### src/rtl/i2c_mon_pkg.sv
package i2c_mon_pkg;
  typedef struct packed {
    logic master;
    logic tx;
  } role_t;
endpackage

### src/rtl/i2c_mon_sync.sv
module i2c_mon_sync #(
  parameter int WIDTH  = 2,
  parameter int STAGES = 2
) (
  input  logic             clk,
  input  logic             rst_n,
  input  logic [WIDTH-1:0] d,
  output logic [WIDTH-1:0] q
);
  logic [WIDTH-1:0] stg [STAGES];

  for (genvar i = 0; i < STAGES; i++) begin : g_stage
    if (i == 0) begin : g_first
      always_ff @(posedge clk or negedge rst_n) begin
        if (!rst_n) stg[0] <= '0;
        else        stg[0] <= d;
      end
    end else begin : g_rest
      always_ff @(posedge clk or negedge rst_n) begin
        if (!rst_n) stg[i] <= '0;
        else        stg[i] <= stg[i-1];
      end
    end
  end

  assign q = stg[STAGES-1];
endmodule

### src/rtl/i2c_mon_arb.sv
module i2c_mon_arb
  import i2c_mon_pkg::*;
(
  input  logic  clk,
  input  logic  rst_n,
  input  logic  scl_rise,
  input  logic  sda_s,
  input  logic  sda_drive,
  input  logic  byte_done,
  input  logic  clr_req,
  input  logic  ctrl_wr,
  input  role_t ctrl_role,
  output role_t role,
  output logic  arb_lost,
  output logic  sda_release,
  output logic  scl_hold
);
  role_t role_n;
  logic  arb_n, rel_n, hold_n, loss;

  assign loss = scl_rise & role.master & (sda_s != sda_drive);

  always_comb begin
    role_n = role;
    arb_n  = arb_lost;
    rel_n  = sda_release;
    hold_n = scl_hold;
    if (ctrl_wr) role_n = ctrl_role;
    if (byte_done && sda_release) begin
      rel_n  = 1'b0;
      hold_n = 1'b1;
    end
    if (clr_req) begin
      arb_n  = 1'b0;
      rel_n  = 1'b0;
      hold_n = 1'b0;
    end
    if (loss) begin
      arb_n  = 1'b1;
      rel_n  = 1'b1;
      hold_n = 1'b0;
      role_n = '0;
    end
  end

  always_ff @(posedge clk or negedge rst_n) begin
    if (!rst_n) begin
      role        <= '0;
      arb_lost    <= 1'b0;
      sda_release <= 1'b0;
      scl_hold    <= 1'b0;
    end else begin
      role        <= role_n;
      arb_lost    <= arb_n;
      sda_release <= rel_n;
      scl_hold    <= hold_n;
    end
  end
endmodule

### src/rtl/i2c_mon_addr.sv
module i2c_mon_addr #(
  parameter int ADDR_W = 7
) (
  input  logic            clk,
  input  logic            rst_n,
  input  logic            start_det,
  input  logic            stop_det,
  input  logic            byte_done,
  input  logic [ADDR_W:0] rx_byte,
  input  logic [ADDR_W-1:0] own_addr,
  input  logic            free_mode,
  input  logic            is_master,
  input  logic            data_acc,
  output logic            addr_slave,
  output logic            gen_call
);
  logic first_pend, first_n, as_n, gc_n, hit, own_hit, zero_hit;

  assign hit      = byte_done & first_pend & ~is_master;
  assign own_hit  = (rx_byte[ADDR_W:1] == own_addr);
  assign zero_hit = (rx_byte == '0);

  always_comb begin
    first_n = first_pend;
    as_n    = addr_slave;
    gc_n    = gen_call;
    if (data_acc) as_n = 1'b0;
    if (hit) begin
      if (free_mode) begin
        as_n = 1'b1;
      end else begin
        if (own_hit || zero_hit) as_n = 1'b1;
        if (zero_hit)            gc_n = 1'b1;
      end
    end
    if (byte_done) first_n = 1'b0;
    if (start_det) begin
      first_n = 1'b1;
      gc_n    = 1'b0;
    end
    if (stop_det) begin
      first_n = 1'b0;
      gc_n    = 1'b0;
    end
  end

  always_ff @(posedge clk or negedge rst_n) begin
    if (!rst_n) begin
      first_pend <= 1'b0;
      addr_slave <= 1'b0;
      gen_call   <= 1'b0;
    end else begin
      first_pend <= first_n;
      addr_slave <= as_n;
      gen_call   <= gc_n;
    end
  end
endmodule

### src/rtl/i2c_arb_monitor.sv
module i2c_arb_monitor
  import i2c_mon_pkg::*;
#(
  parameter int ADDR_W      = 7,
  parameter int SYNC_STAGES = 2
) (
  input  logic              clk,
  input  logic              rst_n,
  input  logic              scl_in,
  input  logic              sda_in,
  input  logic              sda_drive,
  input  logic              start_det,
  input  logic              stop_det,
  input  logic              byte_done,
  input  logic [ADDR_W:0]   rx_byte,
  input  logic [ADDR_W-1:0] own_addr,
  input  logic              free_mode,
  input  logic              data_acc,
  input  logic              ctrl_wr,
  input  logic              ctrl_master,
  input  logic              ctrl_tx,
  output logic              arb_lost,
  output logic              is_master,
  output logic              is_tx,
  output logic              addr_slave,
  output logic              gen_call,
  output logic              last_bit,
  output logic              sda_release,
  output logic              scl_hold
);
  localparam int LINES = 2;

  logic [LINES-1:0] line_s;
  logic  scl_s, sda_s, scl_prev, scl_rise, last_n;
  role_t role, ctrl_role;

  i2c_mon_sync #(.WIDTH(LINES), .STAGES(SYNC_STAGES)) u_sync (
    .clk(clk), .rst_n(rst_n), .d({scl_in, sda_in}), .q(line_s)
  );

  assign scl_s    = line_s[1];
  assign sda_s    = line_s[0];
  assign scl_rise = scl_s & ~scl_prev;
  assign last_n   = scl_rise ? sda_s : last_bit;

  always_ff @(posedge clk or negedge rst_n) begin
    if (!rst_n) begin
      scl_prev <= 1'b0;
      last_bit <= 1'b0;
    end else begin
      scl_prev <= scl_s;
      last_bit <= last_n;
    end
  end

  assign ctrl_role = '{master: ctrl_master, tx: ctrl_tx};

  i2c_mon_arb u_arb (
    .clk(clk), .rst_n(rst_n), .scl_rise(scl_rise), .sda_s(sda_s),
    .sda_drive(sda_drive), .byte_done(byte_done),
    .clr_req(data_acc | ctrl_wr), .ctrl_wr(ctrl_wr), .ctrl_role(ctrl_role),
    .role(role), .arb_lost(arb_lost), .sda_release(sda_release),
    .scl_hold(scl_hold)
  );

  assign is_master = role.master;
  assign is_tx     = role.tx;

  i2c_mon_addr #(.ADDR_W(ADDR_W)) u_addr (
    .clk(clk), .rst_n(rst_n), .start_det(start_det), .stop_det(stop_det),
    .byte_done(byte_done), .rx_byte(rx_byte), .own_addr(own_addr),
    .free_mode(free_mode), .is_master(is_master), .data_acc(data_acc),
    .addr_slave(addr_slave), .gen_call(gen_call)
  );
endmodule

### config.mk
export PLATFORM = sky130hd
export DESIGN_NAME = i2c_arb_monitor
export DESIGN_NICKNAME = d
export VERILOG_FILES = /design/src/rtl/i2c_mon_pkg.sv /design/src/rtl/i2c_mon_sync.sv /design/src/rtl/i2c_mon_arb.sv /design/src/rtl/i2c_mon_addr.sv /design/src/rtl/i2c_arb_monitor.sv
export SDC_FILE = /design/constraint.sdc
export NUM_CORES = 1
export LEC_CHECK = 0
export BUFFER_PORTS_ARGS = -buffer_cell sky130_fd_sc_hd__buf_2
export CAP_MARGIN = 20
export CORE_UTILIZATION = 36
export DETAILED_ROUTE_END_ITERATION = 12
export PLACE_DENSITY = 0.71
export SLEW_MARGIN = 20
export SYNTH_ARGS = -nofsm -noshare
export SYNTH_HDL_FRONTEND = slang
export SYNTH_SLANG_ARGS = --single-unit
### constraint.sdc
create_clock -name clk -period 0.9 [get_ports clk]
set_input_delay 0 -clock clk [delete_from_list [all_inputs] [get_ports clk]]
set_output_delay 0 -clock clk [all_outputs]
set_load 0.05 [all_outputs]
==> results of run 1 <==
[cell usage in the layout, fill, tap and decap left out, types with 2 or more instances in the layout]
cell           netlist  final
buf_2                0     27
buf_4                0     13
dfrtp_1             14     12
dlygate4sd3_1        0     10
xor2_1               8      8
clkbuf_4             0      6
nor2_1               6      5
buf_6                0      4
a21oi_1              3      3
inv_1                2      2
mux2i_1              2      2
dfrtp_2              0      2
[synthesized netlist by cell type (2+ instances only)]
library cell  number  area [um2]
nor2_1             6        22.5
dfrtp_1           14         350
xor2_1             8        70.1
inv_1              2        7.51
nor4_1             2        12.5
a21oi_1            3        15.0
mux2i_1            2        20.0
[area by class of cell]
cell class | count | area [um2]
Fill cell | 97 | 422
Timing Repair Buffer | 58 | 415
Sequential cell | 14 | 353
Multi-Input combinational cell | 33 | 280
Clock buffer | 4 | 26.3
Tap cell | 16 | 20.0
Inverter | 2 | 7.51
[kinds of logic (layout without fill, tap and decap cells)]
group                  count (synthesis)  in the layout  synth area share
flip-flops                            14             14             0.591
AO/OA/AOI/OAI                          7              7            0.0760
buffers and inverters                  2             64            0.0127
AND/OR/NAND/NOR                       15             15             0.150
XOR/XNOR                               8              8             0.118
multiplexers                           3              3            0.0527
[flip-flops by register name, summed over array words and instances (netlist names)]
register / count
last_bit: 1
scl_prev: 1
u_addr.addr_slave: 1
u_addr.first_pend: 1
u_addr.gen_call: 1
u_arb.arb_lost: 1
u_arb.role: 2
u_arb.scl_hold: 1
u_arb.sda_release: 1
u_sync.q: 2
u_sync.stg: 2
[report_power, final]
group | total (mW) | internal (mW) | leakage, nW | switching, mW
combinational | 0.423 | 0.212 | 0.371 | 0.211
clock | 0.354 | 0.172 | 0.0150 | 0.182
sequential | 0.696 | 0.670 | 0.173 | 0.0255
total | 1.47 | 1.05 | 0.560 | 0.419
[routing by layer]
metal,GRT usage,vias to the layer above,wire length (um)
met3,0.0690,0,73
met5,0,-,0
met2,0.317,19,826
met1,0.210,304,633
met4,0.0375,0,0
li1,-,298,-
[worst max path at each step]
stage,start,endpoint,slack [ps],cells after the start
floorplan,u_arb.role[1],u_arb.sda_release,-150,2
CTS,u_sync.q[0],u_arb.sda_release,-140,3
detailed placement,u_sync.q[0],u_arb.scl_hold,-220,3
global route,u_sync.q[0],u_arb.role[0],-180,4
finish,u_sync.q[0],u_arb.role[0],-150,4
global placement,u_sync.q[0],u_arb.sda_release,-170,3
[what timing repair did]
action,4_1_cts,5_1_grt
pin swaps,3,1
hold buffers,10,0
gates resized for setup,12,12
setup buffers,1,3
endpoints found under the setup margin,12,16
endpoints found under the hold margin,22,0
gates cloned,0,0
[critical path, cell delays in order (launching register included)]
cell and delay [ps]:
dfrtp_1 400, xor2_1 160, and3_4 260, buf_6 110
nor2_2 20
[metrics by stage]
step / power (mW) / worst slack (ps) / utilization / instances
finish: 1.47 / -153 / 0.723 / 127
global route: 1.55 / -180 / 0.723 / 127
CTS: 1.44 / -137 / 0.681 / 124
detailed placement: 1.02 / -223 / 0.563 / 109
global placement: 1.01 / -174 / 0.563 / 109
floorplan: 0.858 / -151 / - / 49
==> metrics.cfg, run 1 <==
[drt]
first_pass_iters=4
drc=0
ant_nets=0
drtIter0Drc=7
avgViaCountPerCell=4.89
routed_wl_um=1530
routedWlPerCell_um=12.1
routed-via-count=621

[floorplanning]
core_mm2=0.00152
pin_count=36
rows=14
start_util=0.389
die_w_um=42.6
dieHeight_um=42.6
die_area_mm2=0.00181

[status]
violations=setup timing
outcome=finished, violations left

[place]
gp_congestion=0.698
dp_hpwl_um=1110
io_buffers=35
placed_area_um2=858

[timing]
hold_viol_final=0
setup_viol=9
fin_crit_sh=1.17
min_period_ps=1050
rsz0062_at_grt=true
worstMarginPinSlew_ps=308
setup_tns_ps=-870
skew_ps=9.70
worst_slack_ps=-153
slew_headroom=0.795
timing.hold.ws_ps=90.6
drv_slew=0
timing.fmax_mhz=950

[logic_synthesis]
ys_seq_elements=14
yosysUniqueCellTypes=19
syn_avg_cell_area_um2=12.1
synth_edf_count=0
synthCells=49
yosysSeqAreaShare=0.591
async_flop_share=1.00
syn-num-nets=77
synthesis.area_um2=593
synth_ff_type=dfrtp_1
ys_warn_count=0

[layout]
nNetsFinal=140
drive_above_1_share=0.559
n_antenna_cell=0
final_cell_area_mm2=0.00110
area_growth_pct=85.9

[clocking]
numCtsBuffers=3
cts_tree=built
htree_levels=1
cts_sinks=14
clk-insertion-delay-late_ps=280
clk_pin_slew_ps=80
clk_path_buf_depth=2
root_buffer=clkbuf_4

[worst_setup_path]
cp-start-kind=flip-flop
r2r_slack_ps=-150
end_kind=flip-flop
worst_ep_required_time_ps=1070
reg2reg_to=u_arb.role[0]
worst-path-max-fanout=5
critPathArrivalTime_ps=1230
path_class=reg -> reg
r2r_start=u_sync.q[0]
r2r_cells=4

[hold_path]
holdPathEnd=u_arb.sda_release
hold_depth=3
hold_start=byte_done
hold_class=in -> reg

[pwr]
vdd_drop_max_mv=1.00
leakagePower_nw=0.560
p_per_area_mw_per_mm2=1340

[grt]
antenna_found_initial=0
grt_start_max_net_pins=15
grt_pass1_vias=560
grt_pass1_wl_um=2370
gr-usage-all-layers=0.181
overflow=0

[flow_run]
max_cap_violations=0

No activity file was read; power rests on OpenSTA's default activity.
==> inputs of run 2 (changes only) <==
Settings changed: CORE_MARGIN set to 2.
==> run 2 against run 1 <==
Effect of this change:
- the flow finishes with violations (hold timing, setup timing)
- utilization is 2.6 points lower
- final area is 3.6% lower
- global-route usage is 0.45 points higher
- count of clock-buffer cells in the layout stayed put
- worst setup slack better by 28 ps
- combinational power is 5.4% lower
- critical path type unchanged
- critical endpoint is now u_arb.sda_release
==> metrics.cfg, run 2 (same netlist as run 1, synthesis figures left out) <==
[pwr]
p_sw_frac=0.278  ; -0.00607
pwr-share-clk=0.287  ; +0.047
vdd_drop_max_mv=1.18  ; +18%
comb_power_share=0.260  ; -0.027
internal_power_mw=1.11  ; +5.2%
finalPower_mw=1.54  ; +4.3%
leakagePower_nw=0.539  ; -3.7%
pwr-share-seq=0.453  ; -0.019
p_per_area_mw_per_mm2=1450  ; +8.3%
power.switching_uw=427  ; +2.1%

[worst_setup_path]
worst_ep_required_time_ps=1070  ; about the same
cp-start-kind=flip-flop
crit_chain=xor2_1, and3_4, a31o_4
cpPeakStageDelay_ps=390  ; about the same
cp_slowest_cell=dfrtp_1
worst-path-max-fanout=5  ; unchanged
cp_top_family=flip-flops
path_class=reg -> reg
critPathBufInv=0  ; -1
end_kind=flip-flop
critPathArrivalTime_ps=1190  ; -40 ps

[clocking]
cts_tree=built
clk_path_buf_depth=2  ; unchanged
root_buffer=clkbuf_4
cts_sinks=14  ; unchanged
htree_levels=1  ; unchanged
clk_pin_slew_ps=80  ; about the same
clk-insertion-delay-late_ps=270  ; about the same
numCtsBuffers=3  ; unchanged

[timing]
fin_crit_sh=1.14  ; -0.0312
worstMarginPinSlew_ps=299  ; -8.97 ps
drv_slew=0  ; unchanged
timing.fmax_mhz=976  ; +2.7%
min_period_ps=1020  ; -28.0 ps
skew_ps=1.03  ; -8.67 ps
slew_headroom=0.801  ; +0.00598
worst_slack_ps=-125  ; +28.0 ps
hold_viol_final=1  ; +1
rsz0062_at_grt=true
timing.hold.ws_ps=-3.26  ; -93.9 ps
setup_viol=9  ; unchanged

[place]
dpl.cell_count=108  ; -0.92%
dp_hpwl_um=1260  ; +14%
gp_congestion=0.697  ; -0.17%
io_buffers=35  ; unchanged
placed_area_um2=851  ; -0.87%

[drt]
routedWlPerCell_um=13.6  ; +13%
avgViaCountPerCell=4.96  ; +1.4%
drtIter0Drc=7  ; unchanged
first_pass_iters=4  ; unchanged
drc=0  ; unchanged
ant_nets=0  ; unchanged
routed_wl_um=1650  ; +7.7%
routed-via-count=600  ; -3.4%

[layout]
final_cell_mix=27 x buf_2, 12 x dfrtp_1, 11 x buf_4, 8 x xor2_1, 8 x dlygate4sd3_1
area_growth_pct=79.1
finish.utilization=0.697  ; -0.0263
nNetsFinal=134  ; -4.3%
final_common_cell=buf_2
fillers=116  ; +20%
final_cell_area_mm2=0.00106  ; -3.6%
stdcell_count=121  ; -4.7%
drive_above_1_share=0.562  ; +0.00335
n_antenna_cell=0  ; unchanged

[floorplanning]
die_area_mm2=0.00199  ; +9.6%
die_w_um=44.6  ; +4.7%
rows=14  ; unchanged
pin_count=36  ; unchanged
start_util=0.389  ; unchanged
dieHeight_um=44.6  ; +4.7%
core_mm2=0.00152  ; unchanged

[grt]
overflow=0  ; unchanged
grt_start_max_net_pins=15  ; unchanged
grt_pass1_wl_um=2650  ; +12%
grt_pass1_vias=642  ; +15%
antenna_found_initial=0  ; unchanged
gr-usage-all-layers=0.186  ; +0.00453

[flow_run]
max_cap_violations=0  ; unchanged

[status]
violations=hold timing, setup timing
outcome=finished, violations left

[hold_path]
hold_class=in -> reg

-- run 2: changes by cell type in the layout (fill, tap and decap cells not counted) --
cell,before,now
mux2_4,0,1
buf_4,13,11
buf_6,4,3
clkbuf_4,6,5
clkbuf_8,0,1
dlygate4sd3_1,10,8
clkbuf_1,1,0
mux2_2,1,0
-- run 2: timing repair --
| item | 4_1_cts | 5_1_grt |
|---|---|---|
| hold endpoints to repair | 21 | 0 |
| resized for setup | 12 | 14 |
| gates cloned | 0 | 0 |
| setup endpoints to repair | 11 | 15 |
| pin swaps | 4 | 2 |
| hold buffers | 8 | 0 |
| setup buffers | 0 | 1 |
-- run 2: cell type report --
class	count	area (um2)	share of cell area
Clock buffer	4	36.3	0.0342
Inverter	2	7.51	0.00707
Multi-Input combinational cell	33	284	0.267
Tap cell	16	20.0	0.0188
Timing Repair Buffer	52	362	0.340
Sequential cell	14	353	0.332
-- run 2: per-layer routing --
layer | up-vias | global-route usage | routed length (um)
li1 | 285 | - | -
met1 | 296 | 0.227 | 639
met2 | 17 | 0.336 | 915
met3 | 2 | 0.0367 | 82
met4 | 0 | 0.0364 | 14
met5 | - | 0 | 0
-- run 2: through the flow --
step                worst slack (ps)  setup TNS (ps)  hold WS (ps)
detailed placement              -219           -1160         -90.9
floorplan                       -151            -643          -296
finish                          -125            -596         -3.26
CTS                             -126            -580          1.44
global route                    -202            -988          26.0
global placement                -171            -837         -98.9
-- run 2: worst reg2reg max path, stage by stage (launching register included) --
cell     delay (ps)
dfrtp_1         390
xor2_1          150
and3_4          180
a31o_4          200
-- run 2: path summary, 6_finish.rpt --
check,startpoint,endpoint,slack [ps],depth (start not counted)
setup / recovery,u_sync.q[0],u_arb.sda_release,-120,3
hold / removal,ctrl_tx,u_arb.role[0],-3,3
setup reg to reg,u_sync.q[0],u_arb.sda_release,-120,3
hold reg to reg,u_sync.stg[3],u_sync.q[1],360,0
max in group asynchronous,rst_n,last_bit,500,2
min in group asynchronous,rst_n,u_arb.role[0],150,2
-- run 2: power groups by stage --
stage	Clock [mW]	Sequential, mW	Combinational [mW]
finish	0.440	0.696	0.400
global route	0.486	0.701	0.426
CTS	0.443	0.695	0.373
detailed placement	0	0.704	0.317
global placement	0	0.700	0.307
floorplan	0	0.791	0.0674
